<file path="src/rtl/two_level_irq.sv">
module two_level_irq #(
  parameter int PW = 4,
  parameter int NP = 6,
  parameter int VW = 13,
  parameter logic [VW-1:0] VEC = 'h4,
  parameter int QS = 3
) (
  input  logic          clk,
  input  logic          rst_n,
  input  logic [1:0]    q_phase,
  input  logic          reg_we,
  input  logic          reg_re,
  input  logic [1:0]    reg_addr,
  input  logic [7:0]    reg_wdata,
  output logic [7:0]    reg_rdata,
  input  logic          ext_pin,
  input  logic [PW-1:0] port_in,
  input  logic          tmr0_ovf,
  input  logic [NP-1:0] per_evt,
  input  logic          irq_ack,
  input  logic          irq_ret,
  output logic          irq_req,
  output logic          wake,
  output logic          push_ret,
  output logic          vec_load,
  output logic [VW-1:0] vec_addr
);
  localparam logic [1:0] A_CORE = 2'd0, A_PFLG = 2'd1, A_PEN = 2'd2, A_CFG = 2'd3;

  logic          gie, pge, rise_sel;
  logic [2:0]    cen, cflg;
  logic [NP-1:0] pflg, pen;
  logic [1:0]    ext_s;
  logic          ext_prev, ext_pend, prt_pend;
  logic [PW-1:0] p_s1, p_s2, p_snap;

  wire wr_core = reg_we && reg_addr == A_CORE;
  wire wr_pf   = reg_we && reg_addr == A_PFLG;
  wire wr_pe   = reg_we && reg_addr == A_PEN;
  wire wr_cfg  = reg_we && reg_addr == A_CFG;

  wire ext_edge = rise_sel ? (ext_s[1] & ~ext_prev) : (~ext_s[1] & ext_prev);
  wire prt_diff = |(p_s2 ^ p_snap);
  wire at_q     = q_phase == 2'(QS);
  wire [2:0] hw_set = {at_q & (prt_pend | prt_diff), at_q & (ext_pend | ext_edge), tmr0_ovf};

  wire core_hit = |(cflg & cen);
  wire per_hit  = pge & |(pflg & pen);

  assign wake     = core_hit | per_hit;
  assign irq_req  = gie & wake;
  assign push_ret = irq_ack & irq_req;
  assign vec_load = push_ret;
  assign vec_addr = VEC;

  always_comb begin
    case (reg_addr)
      A_CORE:  reg_rdata = {gie, pge, cen, cflg};
      A_PFLG:  reg_rdata = 8'(pflg);
      A_PEN:   reg_rdata = 8'(pen);
      default: reg_rdata = {7'b0, rise_sel};
    endcase
  end

  always_ff @(posedge clk) begin
    if (!rst_n) begin
      gie      <= 1'b0;
      pge      <= 1'b0;
      cen      <= '0;
      cflg     <= '0;
      pflg     <= '0;
      pen      <= '0;
      rise_sel <= 1'b1;
      ext_s    <= '0;
      ext_prev <= 1'b0;
      ext_pend <= 1'b0;
      prt_pend <= 1'b0;
      p_s1     <= '0;
      p_s2     <= '0;
      p_snap   <= '0;
    end else begin
      ext_s    <= {ext_s[0], ext_pin};
      ext_prev <= ext_s[1];
      p_s1     <= port_in;
      p_s2     <= p_s1;
      ext_pend <= at_q ? 1'b0 : (ext_pend | ext_edge);
      prt_pend <= at_q ? 1'b0 : (prt_pend | prt_diff);
      if (reg_re && reg_addr == A_CORE) p_snap <= p_s2;

      cflg <= (wr_core ? reg_wdata[2:0] : cflg) | hw_set;
      pflg <= (wr_pf ? reg_wdata[NP-1:0] : pflg) | per_evt;
      if (wr_core) begin
        pge <= reg_wdata[6];
        cen <= reg_wdata[5:3];
      end
      if (wr_pe)  pen      <= reg_wdata[NP-1:0];
      if (wr_cfg) rise_sel <= reg_wdata[0];

      if (irq_ack)      gie <= 1'b0;
      else if (irq_ret) gie <= 1'b1;
      else if (wr_core) gie <= reg_wdata[7];
    end
  end
endmodule


</file>
<file path="config.mk">
export PLATFORM = sky130hd
export DESIGN_NAME = two_level_irq
export DESIGN_NICKNAME = d
export VERILOG_FILES = /design/src/rtl/two_level_irq.sv
export SDC_FILE = /design/constraint.sdc
export NUM_CORES = 1
export LEC_CHECK = 0
export ABC_AREA = 1
export ABC_CLOCK_PERIOD_IN_PS = 1250
export BUFFER_PORTS_ARGS = -buffer_cell sky130_fd_sc_hd__buf_2
export CAP_MARGIN = 10
export CORE_UTILIZATION = 46
export DETAILED_ROUTE_END_ITERATION = 6
export PLACE_DENSITY_LB_ADDON = 0.1
export SLEW_MARGIN = 20
export SYNTH_ARGS = -nofsm -noshare
export SYNTH_HDL_FRONTEND = slang
export SYNTH_SLANG_ARGS = --single-unit
</file>
<file path="constraint.sdc">
create_clock -name clk -period 1.25 [get_ports clk]
set_input_delay 0.0625 -clock clk [delete_from_list [all_inputs] [get_ports clk]]
set_output_delay 0.0625 -clock clk [all_outputs]
set_load 0.03 [all_outputs]
</file>
==> impl_metrics.ini <==
[outcome]
status = finished, violations left
violations = negative setup slack

[route]
drtIter0Drc = 67
ant_nets = 0
vias = 1604
wl_met1_mm = 1.82
routed.top_layer = met4
met3WireLength_um = 200
post_drt_wl_per_cell_um = 10.2
drc = 0
routed_via_density = 4.47
firstDrtPassIters = 4
wirelength_mm = 3.66
met2WireLength_mm = 1.61

[clocking]
numCtsBuffers = 5
clock-sinks = 38
cts_root_buf = clkbuf_8
cts_tree = yes
htree_levels = 2
cts_buffer_depth = 2
clk_latency_ns = 0.28
clkTransAtPathRegs_ns = 0.07

[cells_and_area]
mostFrequentLayoutCell = nand2_1
final_cell_mix = 68 x nand2_1, 44 x inv_1, 37 x buf_2, 33 x dfxtp_1, 19 x a21oi_1
drive_gt1_share_pct = 25.4
synthToLayoutAreaGrowth_pct = 24.8
finalNetCount = 341
antennaDiodeCount = 0

[placed_design]
place.gp.congestion = 0.778
port_buffers = 41
dp_hpwl_mm = 2.69

[power]
ir_drop_v = 0.000642
total_power_uw = 2560
cellLeakagePower_uw = 0.00121
power_density_mw_per_mm2 = 1140

[logic_synthesis]
netlist_area_mm2 = 0.00180
synth.top_cell.area_share_pct = 42.2
syn_area_per_cell_um2 = 6.99
ys_seq_elements = 38
synth_area_leaders = dfxtp_1 42%, nand2_1 15%, inv_1 9.8%, buf_4 5.8%, a21oi_1 5.6%
syn_inst = 258
ys_warn_count = 0
yosysSeqAreaShare_pct = 42.2
ys_types = 28
yosysTopAreaCell = dfxtp_1

[worst_setup_path]
startpoint_type = register
crit_type = register to output port
timing.rr.end = cflg[2]
worstReg2RegStart = p_s2[0]
worstRegToRegCells = 7
cp_data_arrival_time_ns = 1.31
endpoint = push_ret
crit_required_ns = 1.19
crit_fanout = 2
cp-end-kind = output port
crit_start = pflg[0]
r2r_slack_ns = 0.33

[grt]
grt_max_degree = 18
grt_antenna_before_repair = 0
grt_pass1_vias = 1436
grt_pass1_wl_mm = 6.25
grtUsageTotal_pct = 19.7
overflow = 0

[sta]
finalClockSkew_ns = 0.00740
finalMaxSlewViolations = 0
fin_crit_sh_pct = 110
rsz0062_at_grt = true
tns_ns = -0.382
setup_ws_ns = -0.126
hold_viol_final = 0
fin_crit_ns = 1.38
max_freq_mhz = 727
setup_viol = 4

[hold_path]
hp-class = input pin to register
hold_depth = 3

[floorplan]
io_pins = 55
core_mm2 = 0.00372
die_h_um = 64.6
die_w_um = 64.6
rows = 22
dieArea_mm2 = 0.00417
initial_core_util_pct = 48.5

[flow_run]
cap_viol_max_count = 0
## cell type report
type / count / area, µm²
timing repair buffer: 54 / 354
clock buffer: 7 / 76.3
multi-input combinational: 162 / 801
sequential: 38 / 767
inverter: 50 / 191
fill: 349 / 1470
tap: 48 / 60.1
## routing by layer
metal  global-route usage [%]  vias to the layer above
li1                         -                      870
met1                     26.3                      675
met2                     30.3                       55
met3                     4.40                        4
met4                     8.33                        0
met5                        0                        -
## power breakdown
| group | internal (µW) | switching (µW) |
|---|---|---|
| Clock | 384 | 396 |
| Sequential | 1280 | 40.0 |
| Combinational | 169 | 291 |
| Total | 1840 | 727 |
## worst min path at each step
stage,from,end,slack (ns)
2_1_floorplan,ext_pin,ext_s[0],0.16
3_3_place_gp,port_in[1],p_s1[1],0.25
3_5_place_dp,port_in[3],p_s1[3],0.25
4_1_cts,irq_ret,gie,0.02
5_1_grt,irq_ret,gie,0.03
6_report,irq_ret,gie,0.02
## flip-flops by register name, indices dropped and copies added (netlist names)
name,cells
rise_sel,1
pflg,6
p_s2,4
ext_pend,1
ext_s,2
gie,1
pge,1
cflg,3
p_snap,4
prt_pend,1
pen,6
p_s1,4
cen,3
ext_prev,1
## critical path, cell delays in order, from the launching register on
cell	delay [ns]
dfxtp_2	0.32
inv_2	0.04
o21ai_2	0.13
inv_2	0.06
nand2_2	0.06
nand2_2	0.06
nand2_4	0.07
nand2_4	0.05
nor2_4	0.10
buf_6	0.14
## synthesized netlist by cell type
master and count:
nand2_1 72, xnor2_1 1, nand2_4 2, clkbuf_1 2
buf_1 1, o21ai_0 19, buf_2 1, o221ai_1 2
a21oi_2 1, inv_2 1, nand4_1 1, a21oi_1 20
dfxtp_1 38, nor2_8 1, buf_4 14, o21ai_2 2
o211ai_1 3, nor2_4 2, clkinv_2 1, inv_4 1
inv_1 47, conb_1 2, o21ai_1 1, o22ai_1 1
nand3_1 3, a31oi_1 2, nor2_1 16, buf_6 1
## timing repair
| item | CTS | global route |
|---|---|---|
| setup buffers | 1 | 1 |
| hold buffers | 7 | 0 |
| hold endpoints to repair | 7 | 0 |
| gates resized for setup | 13 | 7 |
| setup endpoints to repair | 5 | 5 |
| pin swaps | 4 | 4 |
## kinds of logic (layout without fill, tap and decap cells)
group / Yosys count / in the layout / synth area share, %
simple gates: 97 / 97 / 23.1
compound gates: 51 / 51 / 15.8
other cells: 2 / 13 / 0.417
xor+xnor: 1 / 1 / 0.486
flops: 38 / 38 / 42.2
buf+inv: 69 / 111 / 18.0
## stage by stage
| step | area [µm²] | instances | util, % | setup slack, ns | hold slack (ns) |
|---|---|---|---|---|---|
| floorplan | 1870 | 269 | - | 0.00808 | 0.160 |
| global placement | 2050 | 344 | 55.2 | 0.119 | 0.245 |
| detailed placement | 2050 | 344 | 55.2 | 0.0926 | 0.248 |
| CTS | 2230 | 359 | 60.1 | -0.162 | 0.0172 |
| global route | 2250 | 359 | 60.5 | -0.196 | 0.0336 |
| finish | 2250 | 359 | 60.5 | -0.126 | 0.0214 |
Note: power is estimated with default switching activity, not from simulation.
